`src/rtl/sio_pkg.sv`:
```
package sio_pkg;
   typedef enum logic [1:0] {
      CLK_EXT  = 2'd0,
      CLK_FAST = 2'd1,
      CLK_MID  = 2'd2,
      CLK_SLOW = 2'd3
   } clk_src_e;

   localparam logic ADDR_DATA = 1'b0;
   localparam logic ADDR_CTRL = 1'b1;

   localparam int CB_START = 0;
   localparam int CB_MSB   = 1;
   localparam int CB_SEL_L = 2;
   localparam int CB_SEL_H = 3;
   localparam int CB_IE    = 4;
   localparam int CB_DONE  = 5;
   localparam int CB_BUSY  = 6;
endpackage

```
`src/rtl/sio_clkgen.sv`:
```
module sio_clkgen
   import sio_pkg::*;
#(
   parameter int HALF_FAST   = 20,
   parameter int HALF_MID    = 160,
   parameter int HALF_SLOW   = 640,
   parameter int SYNC_STAGES = 2
) (
   input  logic     clk,
   input  logic     rst_n,
   input  logic     run,
   input  clk_src_e sel,
   input  logic     sck_i,
   output logic     sck_o,
   output logic     sck_oe,
   output logic     fall_evt,
   output logic     rise_evt
);
   localparam int HALF_MAX = (HALF_SLOW > HALF_MID) ?
                             ((HALF_SLOW > HALF_FAST) ? HALF_SLOW : HALF_FAST) :
                             ((HALF_MID > HALF_FAST) ? HALF_MID : HALF_FAST);
   localparam int CW = $clog2(HALF_MAX + 1);

   generate
      if (HALF_FAST < 1 || HALF_MID < 1 || HALF_SLOW < 1) begin : g_bad_half
         $error("sio_clkgen: half periods must be at least 1");
      end
      if (SYNC_STAGES < 2) begin : g_bad_sync
         $error("sio_clkgen: SYNC_STAGES must be at least 2");
      end
   endgenerate

   // internal divider
   logic [CW-1:0] div_cnt;
   logic [CW-1:0] half_lim;
   logic          sck_q;
   logic          div_wrap;
   logic          use_int;

   assign use_int = (sel != CLK_EXT);

   always_comb begin
      unique case (sel)
         CLK_FAST: half_lim = CW'(HALF_FAST - 1);
         CLK_MID:  half_lim = CW'(HALF_MID - 1);
         CLK_SLOW: half_lim = CW'(HALF_SLOW - 1);
         default:  half_lim = '0;
      endcase
   end

   assign div_wrap = run && use_int && (div_cnt == half_lim);

   always_ff @(posedge clk or negedge rst_n) begin
      if (!rst_n) begin
         div_cnt <= '0;
         sck_q   <= 1'b1;
      end else if (!run || !use_int) begin
         div_cnt <= '0;
         sck_q   <= 1'b1;
      end else if (div_wrap) begin
         div_cnt <= '0;
         sck_q   <= ~sck_q;
      end else begin
         div_cnt <= div_cnt + 1'b1;
      end
   end

   // external synchroniser chain
   logic [SYNC_STAGES-1:0] sync_q;
   logic                   ext_prev;
   logic                   ext_now;

   generate
      for (genvar s = 0; s < SYNC_STAGES; s++) begin : g_sync
         if (s == 0) begin : g_first
            always_ff @(posedge clk or negedge rst_n) begin
               if (!rst_n) sync_q[0] <= 1'b1;
               else        sync_q[0] <= sck_i;
            end
         end else begin : g_next
            always_ff @(posedge clk or negedge rst_n) begin
               if (!rst_n) sync_q[s] <= 1'b1;
               else        sync_q[s] <= sync_q[s-1];
            end
         end
      end
   endgenerate

   assign ext_now = sync_q[SYNC_STAGES-1];

   always_ff @(posedge clk or negedge rst_n) begin
      if (!rst_n) ext_prev <= 1'b1;
      else        ext_prev <= ext_now;
   end

   logic ext_fall;
   logic ext_rise;
   assign ext_fall = ext_prev & ~ext_now;
   assign ext_rise = ~ext_prev & ext_now;

   always_comb begin
      if (use_int) begin
         fall_evt = div_wrap & sck_q;
         rise_evt = div_wrap & ~sck_q;
      end else begin
         fall_evt = run & ext_fall;
         rise_evt = run & ext_rise;
      end
   end

   assign sck_o  = sck_q;
   assign sck_oe = use_int;
endmodule

```
`src/rtl/sio_shifter.sv`:
```
module sio_shifter #(
   parameter int W = 8
) (
   input  logic                   clk,
   input  logic                   rst_n,
   input  logic                   load,
   input  logic [W-1:0]           load_val,
   input  logic                   start,
   input  logic                   run,
   input  logic                   msb_first,
   input  logic                   fall_evt,
   input  logic                   rise_evt,
   input  logic                   sdi,
   output logic [W-1:0]           data,
   output logic                   sdo,
   output logic [$clog2(W+1)-1:0] bit_cnt,
   output logic                   complete
);
   localparam int BW = $clog2(W + 1);

   generate
      if (W < 2) begin : g_bad_w
         $error("sio_shifter: W must be at least 2");
      end
   endgenerate

   logic [W-1:0] sr;
   logic [BW-1:0] cnt;
   logic          out_bit;
   logic [W-1:0]  shifted;

   assign out_bit  = msb_first ? sr[W-1] : sr[0];
   assign shifted  = msb_first ? {sr[W-2:0], sdi} : {sdi, sr[W-1:1]};
   assign complete = run && rise_evt && (cnt == BW'(W - 1));

   always_ff @(posedge clk or negedge rst_n) begin
      if (!rst_n) begin
         sr <= '0;
      end else if (run && rise_evt) begin
         sr <= shifted;
      end else if (load && !run) begin
         sr <= load_val;
      end
   end

   always_ff @(posedge clk or negedge rst_n) begin
      if (!rst_n) begin
         cnt <= '0;
      end else if (start || complete) begin
         cnt <= '0;
      end else if (run && rise_evt) begin
         cnt <= cnt + 1'b1;
      end
   end

   always_ff @(posedge clk or negedge rst_n) begin
      if (!rst_n)                 sdo <= 1'b1;
      else if (run && fall_evt)   sdo <= out_bit;
   end

   assign data    = sr;
   assign bit_cnt = cnt;
endmodule

```
`src/rtl/sio_serial_port.sv`:
```
module sio_serial_port
   import sio_pkg::*;
#(
   parameter int HALF_FAST   = 20,
   parameter int HALF_MID    = 160,
   parameter int HALF_SLOW   = 640,
   parameter int SYNC_STAGES = 2
) (
   input  logic       clk,
   input  logic       rst_n,
   input  logic       wr_en,
   input  logic       addr,
   input  logic [7:0] wdata,
   output logic [7:0] rdata,
   input  logic       sck_i,
   output logic       sck_o,
   output logic       sck_oe,
   input  logic       sdi,
   output logic       sdo,
   output logic       irq
);
   localparam int W  = 8;
   localparam int BW = $clog2(W + 1);

   logic     busy_q;
   logic     done_q;
   logic     ie_q;
   logic     msb_q;
   clk_src_e sel_q;

   logic wr_data;
   logic wr_ctrl;
   logic start;
   logic fall_evt;
   logic rise_evt;
   logic complete;
   logic [W-1:0]  shift_data;
   logic [BW-1:0] bit_cnt;

   assign wr_data = wr_en && (addr == ADDR_DATA);
   assign wr_ctrl = wr_en && (addr == ADDR_CTRL);
   assign start   = wr_ctrl && !busy_q && wdata[CB_START];

   always_ff @(posedge clk or negedge rst_n) begin
      if (!rst_n) begin
         busy_q <= 1'b0;
         done_q <= 1'b0;
         ie_q   <= 1'b0;
         msb_q  <= 1'b0;
         sel_q  <= CLK_EXT;
      end else begin
         if (wr_ctrl) begin
            ie_q <= wdata[CB_IE];
            if (!busy_q) begin
               msb_q <= wdata[CB_MSB];
               sel_q <= clk_src_e'(wdata[CB_SEL_H:CB_SEL_L]);
            end
         end
         if (complete) begin
            busy_q <= 1'b0;
            done_q <= 1'b1;
         end else if (start) begin
            busy_q <= 1'b1;
            done_q <= 1'b0;
         end else if (wr_ctrl && !wdata[CB_DONE]) begin
            done_q <= 1'b0;
         end
      end
   end

   sio_clkgen #(
      .HALF_FAST  (HALF_FAST),
      .HALF_MID   (HALF_MID),
      .HALF_SLOW  (HALF_SLOW),
      .SYNC_STAGES(SYNC_STAGES)
   ) u_clk (
      .clk     (clk),
      .rst_n   (rst_n),
      .run     (busy_q),
      .sel     (sel_q),
      .sck_i   (sck_i),
      .sck_o   (sck_o),
      .sck_oe  (sck_oe),
      .fall_evt(fall_evt),
      .rise_evt(rise_evt)
   );

   sio_shifter #(.W(W)) u_shift (
      .clk      (clk),
      .rst_n    (rst_n),
      .load     (wr_data),
      .load_val (wdata),
      .start    (start),
      .run      (busy_q),
      .msb_first(msb_q),
      .fall_evt (fall_evt),
      .rise_evt (rise_evt),
      .sdi      (sdi),
      .data     (shift_data),
      .sdo      (sdo),
      .bit_cnt  (bit_cnt),
      .complete (complete)
   );

   always_comb begin
      if (addr == ADDR_DATA) begin
         rdata = shift_data;
      end else begin
         rdata           = '0;
         rdata[CB_MSB]   = msb_q;
         rdata[CB_SEL_H:CB_SEL_L] = sel_q;
         rdata[CB_IE]    = ie_q;
         rdata[CB_DONE]  = done_q;
         rdata[CB_BUSY]  = busy_q;
      end
   end

   assign irq = done_q & ie_q;
endmodule

```
`config.mk`:
```
export PLATFORM = sky130hd
export DESIGN_NAME = sio_serial_port
export DESIGN_NICKNAME = d
export VERILOG_FILES = /design/src/rtl/sio_pkg.sv /design/src/rtl/sio_clkgen.sv /design/src/rtl/sio_shifter.sv /design/src/rtl/sio_serial_port.sv
export SDC_FILE = /design/constraint.sdc
export NUM_CORES = 1
export LEC_CHECK = 0
export ABC_CLOCK_PERIOD_IN_PS = 2870
export BUFFER_PORTS_ARGS = -buffer_cell sky130_fd_sc_hd__buf_2
export CORE_MARGIN = 2
export CORE_UTILIZATION = 55
export CTS_CLUSTER_DIAMETER = 40
export DETAILED_ROUTE_END_ITERATION = 16
export PLACE_DENSITY = 0.76
export SKIP_LAST_GASP = 1
export SYNTH_ARGS = -nofsm -noshare
export SYNTH_HDL_FRONTEND = slang
export SYNTH_SLANG_ARGS = --single-unit
```
`constraint.sdc`:
```
create_clock -name clk -period 2.87 [get_ports clk]
set_clock_uncertainty 0.05 [all_clocks]
set_input_delay 0.1435 -clock clk [delete_from_list [all_inputs] [get_ports clk]]
set_output_delay 0.1435 -clock clk [all_outputs]
set_load 0.02 [all_outputs]
```
==> summary.txt <==
Outcome
  • Status: complete, no violations

GRT
  • First-pass GRT wire length: between 5 and 6 mm
  • GRT overflow: 0
  • Initial antenna violation count: 0
  • Total GRT Usage: 0.220
  • Vias in the first global route: between 1k and 1.5k
  • Largest net degree at the start of global routing: 34

Clocking
  • Sinks on Clock Net: 33
  • Clk_lat worst skew: between 0.3 and 0.4 ns
  • Largest buffer count on any clock path: 2
  • Cts bufs inserted: 5
  • Root Buffer: clkbuf_4
  • Post-CTS Setup Inserts: 0
  • Clock-pin transition on the worst setup and hold timing paths: ~0.1 ns
  • H-tree depth: 2
  • CTS tree: done

Worst setup path
  • Setup CP Type: reg2reg
  • Critical Path Fanout Max: 9
  • Critical Path AT: 2.32 ns
  • Required @ worst endpoint: about 3.1 ns
  • Critical path startpoint category: register
  • CP Capture Type: register

Die
  • I/O Pins: 26
  • Core ar.: approximately 3000 sq um
  • Row count: 20
  • Die Y: between 60 and 70 microns
  • Initial Util: 0.581
  • Die Area: between 3000 and 4000 sq um
  • Die Width: about 61 microns

Routing
  • Remaining antenna violation count after routing: 0
  • Drt total wl: around 3.6 mm
  • Vias per cell: 5.65
  • DR iter-0 viols: just over 70
  • DR WL/cell: ~15 microns
  • DRC viols: 0
  • Pre-antenna DRT Iters: 4
  • Via count: between 1k and 1.5k

Placement
  • Post-DP HPWL: 2.63 mm
  • RD Place Congestion: approximately 0.76
  • Number of port buffers: 25
  • Placed cell area: around 2000 sq um

Pwr
  • Leak pwr: 0.926 nW
  • Sequential share of power: 0.451
  • Clock share of power: 0.159
  • PwrDens: between 800 and 900 nW/um^2
  • Worst VDD drop: approximately 0.38 mV
  • Switch share: 0.388
  • NetSw: ~0.00065 W
  • Cell Int Power: a little over 0.001 W
  • Combinational power share: 0.390
  • Total power: about 0.0017 W

STA
  • Fin. max-slew vios: 0
  • Period minus WS final: roughly 2.1 ns
  • Setup_tns: 0 ns
  • Setup violations, final: 0
  • Final hold viol count: 0
  • Minimum hold slack: around 0.033 ns
  • RSZ-0062 raised after global routing: false
  • Tcrit/Tclk final: 0.748
  • Highest clock rate: about 470 MHz
  • Worst Tran Pin Value: ~0.72 ns
  • Slew HR: 0.519

Synth
  • Synth Area in Compound Gates: 0.0986
  • Synthesized area per cell: about 11 sq um
  • Mux cell area share after synthesis: 0.164
  • Mapped Nets: approximately 180
  • Synth Area in Adders: 0.0140
  • Largest family of logic cells by synthesized area: simple AND/OR/NAND/NOR gates
  • Total of warnings raised by yosys: 0
  • Synth Area in XOR/XNOR: 0.0441
  • Simple-gate area share of the yosys netlist: 0.191
  • Yosys reg bits: 33
  • Syn Inst Count: ~160
  • Dominant synthesized flop cell: dfrtp_1
  • Area of the mapped netlist: about 1800 sq um
  • Share of async-settable or async-resettable flops after synthesis: 1.00
  • Post-synth EDFFs: 0
  • Netlist cell types: 41
  • Seq/Total Area, Yosys: 0.465

Finish
  • Layout area overhead: 15.0%
  • Final instance area: about 2100 sq um
  • Net total in the final layout: 210
  • Layout cell share with drive strength beyond 1: 0.325
  • Fin util: 0.668
  • Antenna diodes: 0

Min path
  • Worst hold path class: in2reg

Run
  • Max cap viols: 0
[layer usage]
metal  vias up  wire length, microns  GRT usage
met3         9                   173     0.0756
met5         -                     0          0
met2        37                  1740      0.356
li1        639                     -          -
met4         0                    87     0.0994
met1       659                  1640      0.267
[power groups by stage]
stage,Clock (W),Sequential [W],Combinational [W]
3_5_place_dp,0,0.000768,0.000650
2_1_floorplan,0,0.000700,0.000552
5_1_grt,0.000298,0.000785,0.000724
3_3_place_gp,0,0.000759,0.000628
6_report,0.000268,0.000759,0.000657
4_1_cts,0.000273,0.000759,0.000659
[layout make-up]
class                           instances  area, sq um
Clock buffer                            7         55.1
Fill cell                             250         1020
Inverter                                4         15.0
Multi-Input combinational cell        119          915
Sequential cell                        33          832
Tap cell                               44         55.1
Timing Repair Buffer                   31          185
[sequential cells by signal, summed over array words and instances, names as in the netlist]
signal and cells:
ie_q 1, u_clk.ext_now 1, u_clk.ext_prev 1, u_clk.div_cnt 10
u_shift.sdo 1, u_shift.bit_cnt 4, busy_q 1, msb_q 1
done_q 1, u_shift.data 8, u_clk.sync_q 1, u_clk.sck_o 1
sel_q 2
[synthesized netlist by cell type, types with 2 or more instances]
master / count / area share
dfrtp_1: 28 / 0.39
mux2_2: 18 / 0.11
nor2_1: 17 / 0.036
nand2_1: 14 / 0.029
mux2i_1: 9 / 0.050
and2_1: 8 / 0.028
a221o_1: 6 / 0.034
dfstp_2: 5 / 0.073
xnor2_1: 5 / 0.024
inv_1: 4 / 0.0084
xor2_1: 4 / 0.020
nor3_1: 3 / 0.0084
o21ai_0: 3 / 0.0084
a211oi_1: 2 / 0.0084
buf_4: 2 / 0.0084
clkbuf_1: 2 / 0.0042
ha_1: 2 / 0.014
nand2b_1: 2 / 0.0070
nand3_1: 2 / 0.0056
nand4_1: 2 / 0.0070
nor2b_1: 2 / 0.0070
nor4b_1: 2 / 0.0098
[cells in the final DEF, fill, tap and decap left out, drive strengths merged, types with 5 or more instances in the layout]
| cell | n |
|---|---|
| and2 | 9 |
| mux2i | 9 |
| dlygate4sd3 | 6 |
| buf | 25 |
| dfstp | 5 |
| a221o | 6 |
| nor2 | 17 |
| dfrtp | 28 |
| mux2 | 18 |
| xnor2 | 5 |
| clkbuf | 7 |
| nand2 | 14 |
[repair_timing]
action | CTS | global route
hold buffers | 5 | 1
resized for setup | 0 | 0
hold endpoints to repair | 32 | 1
[per-stage QoR]
step | setup slack, ns | cells
finish | 0.724 | 238
global route | 0.571 | 238
CTS | 0.729 | 237
detailed placement | 0.754 | 225
global placement | 0.834 | 225
floorplan | 0.927 | 161
[worst paths after layout]
kind,startpoint,to,slack [ns],cells past startpoint
min reg2reg,u_clk.sync_q[0],u_clk.ext_now,0.31,0
min in group asynchronous,rst_n,msb_q,0.34,2
max reg2reg,sel_q[1],u_shift.data[2],0.72,5
min,wdata[5],done_q,0.03,3
max,sel_q[1],u_shift.data[2],0.72,5
max in group asynchronous,rst_n,u_shift.bit_cnt[1],1.97,2
[worst max-delay path, stage by stage, from the launching register on]
cell and delay [ns]:
dfrtp_1 0.52, nor2_1 0.14, or3_4 0.36, a2111oi_4 0.42, nor3_2 0.16, a221o_1 0.38
[cell families after synthesis]
kind of cell | after synthesis
xor gates and xnor gates | 9
adders and majority gates | 2
AOI/OAI and AO/OA | 19
and+or+nand+nor | 62
muxes | 27
DFF | 33
buffers and inverters | 9
Note: power is estimated with default switching activity, not from simulation.
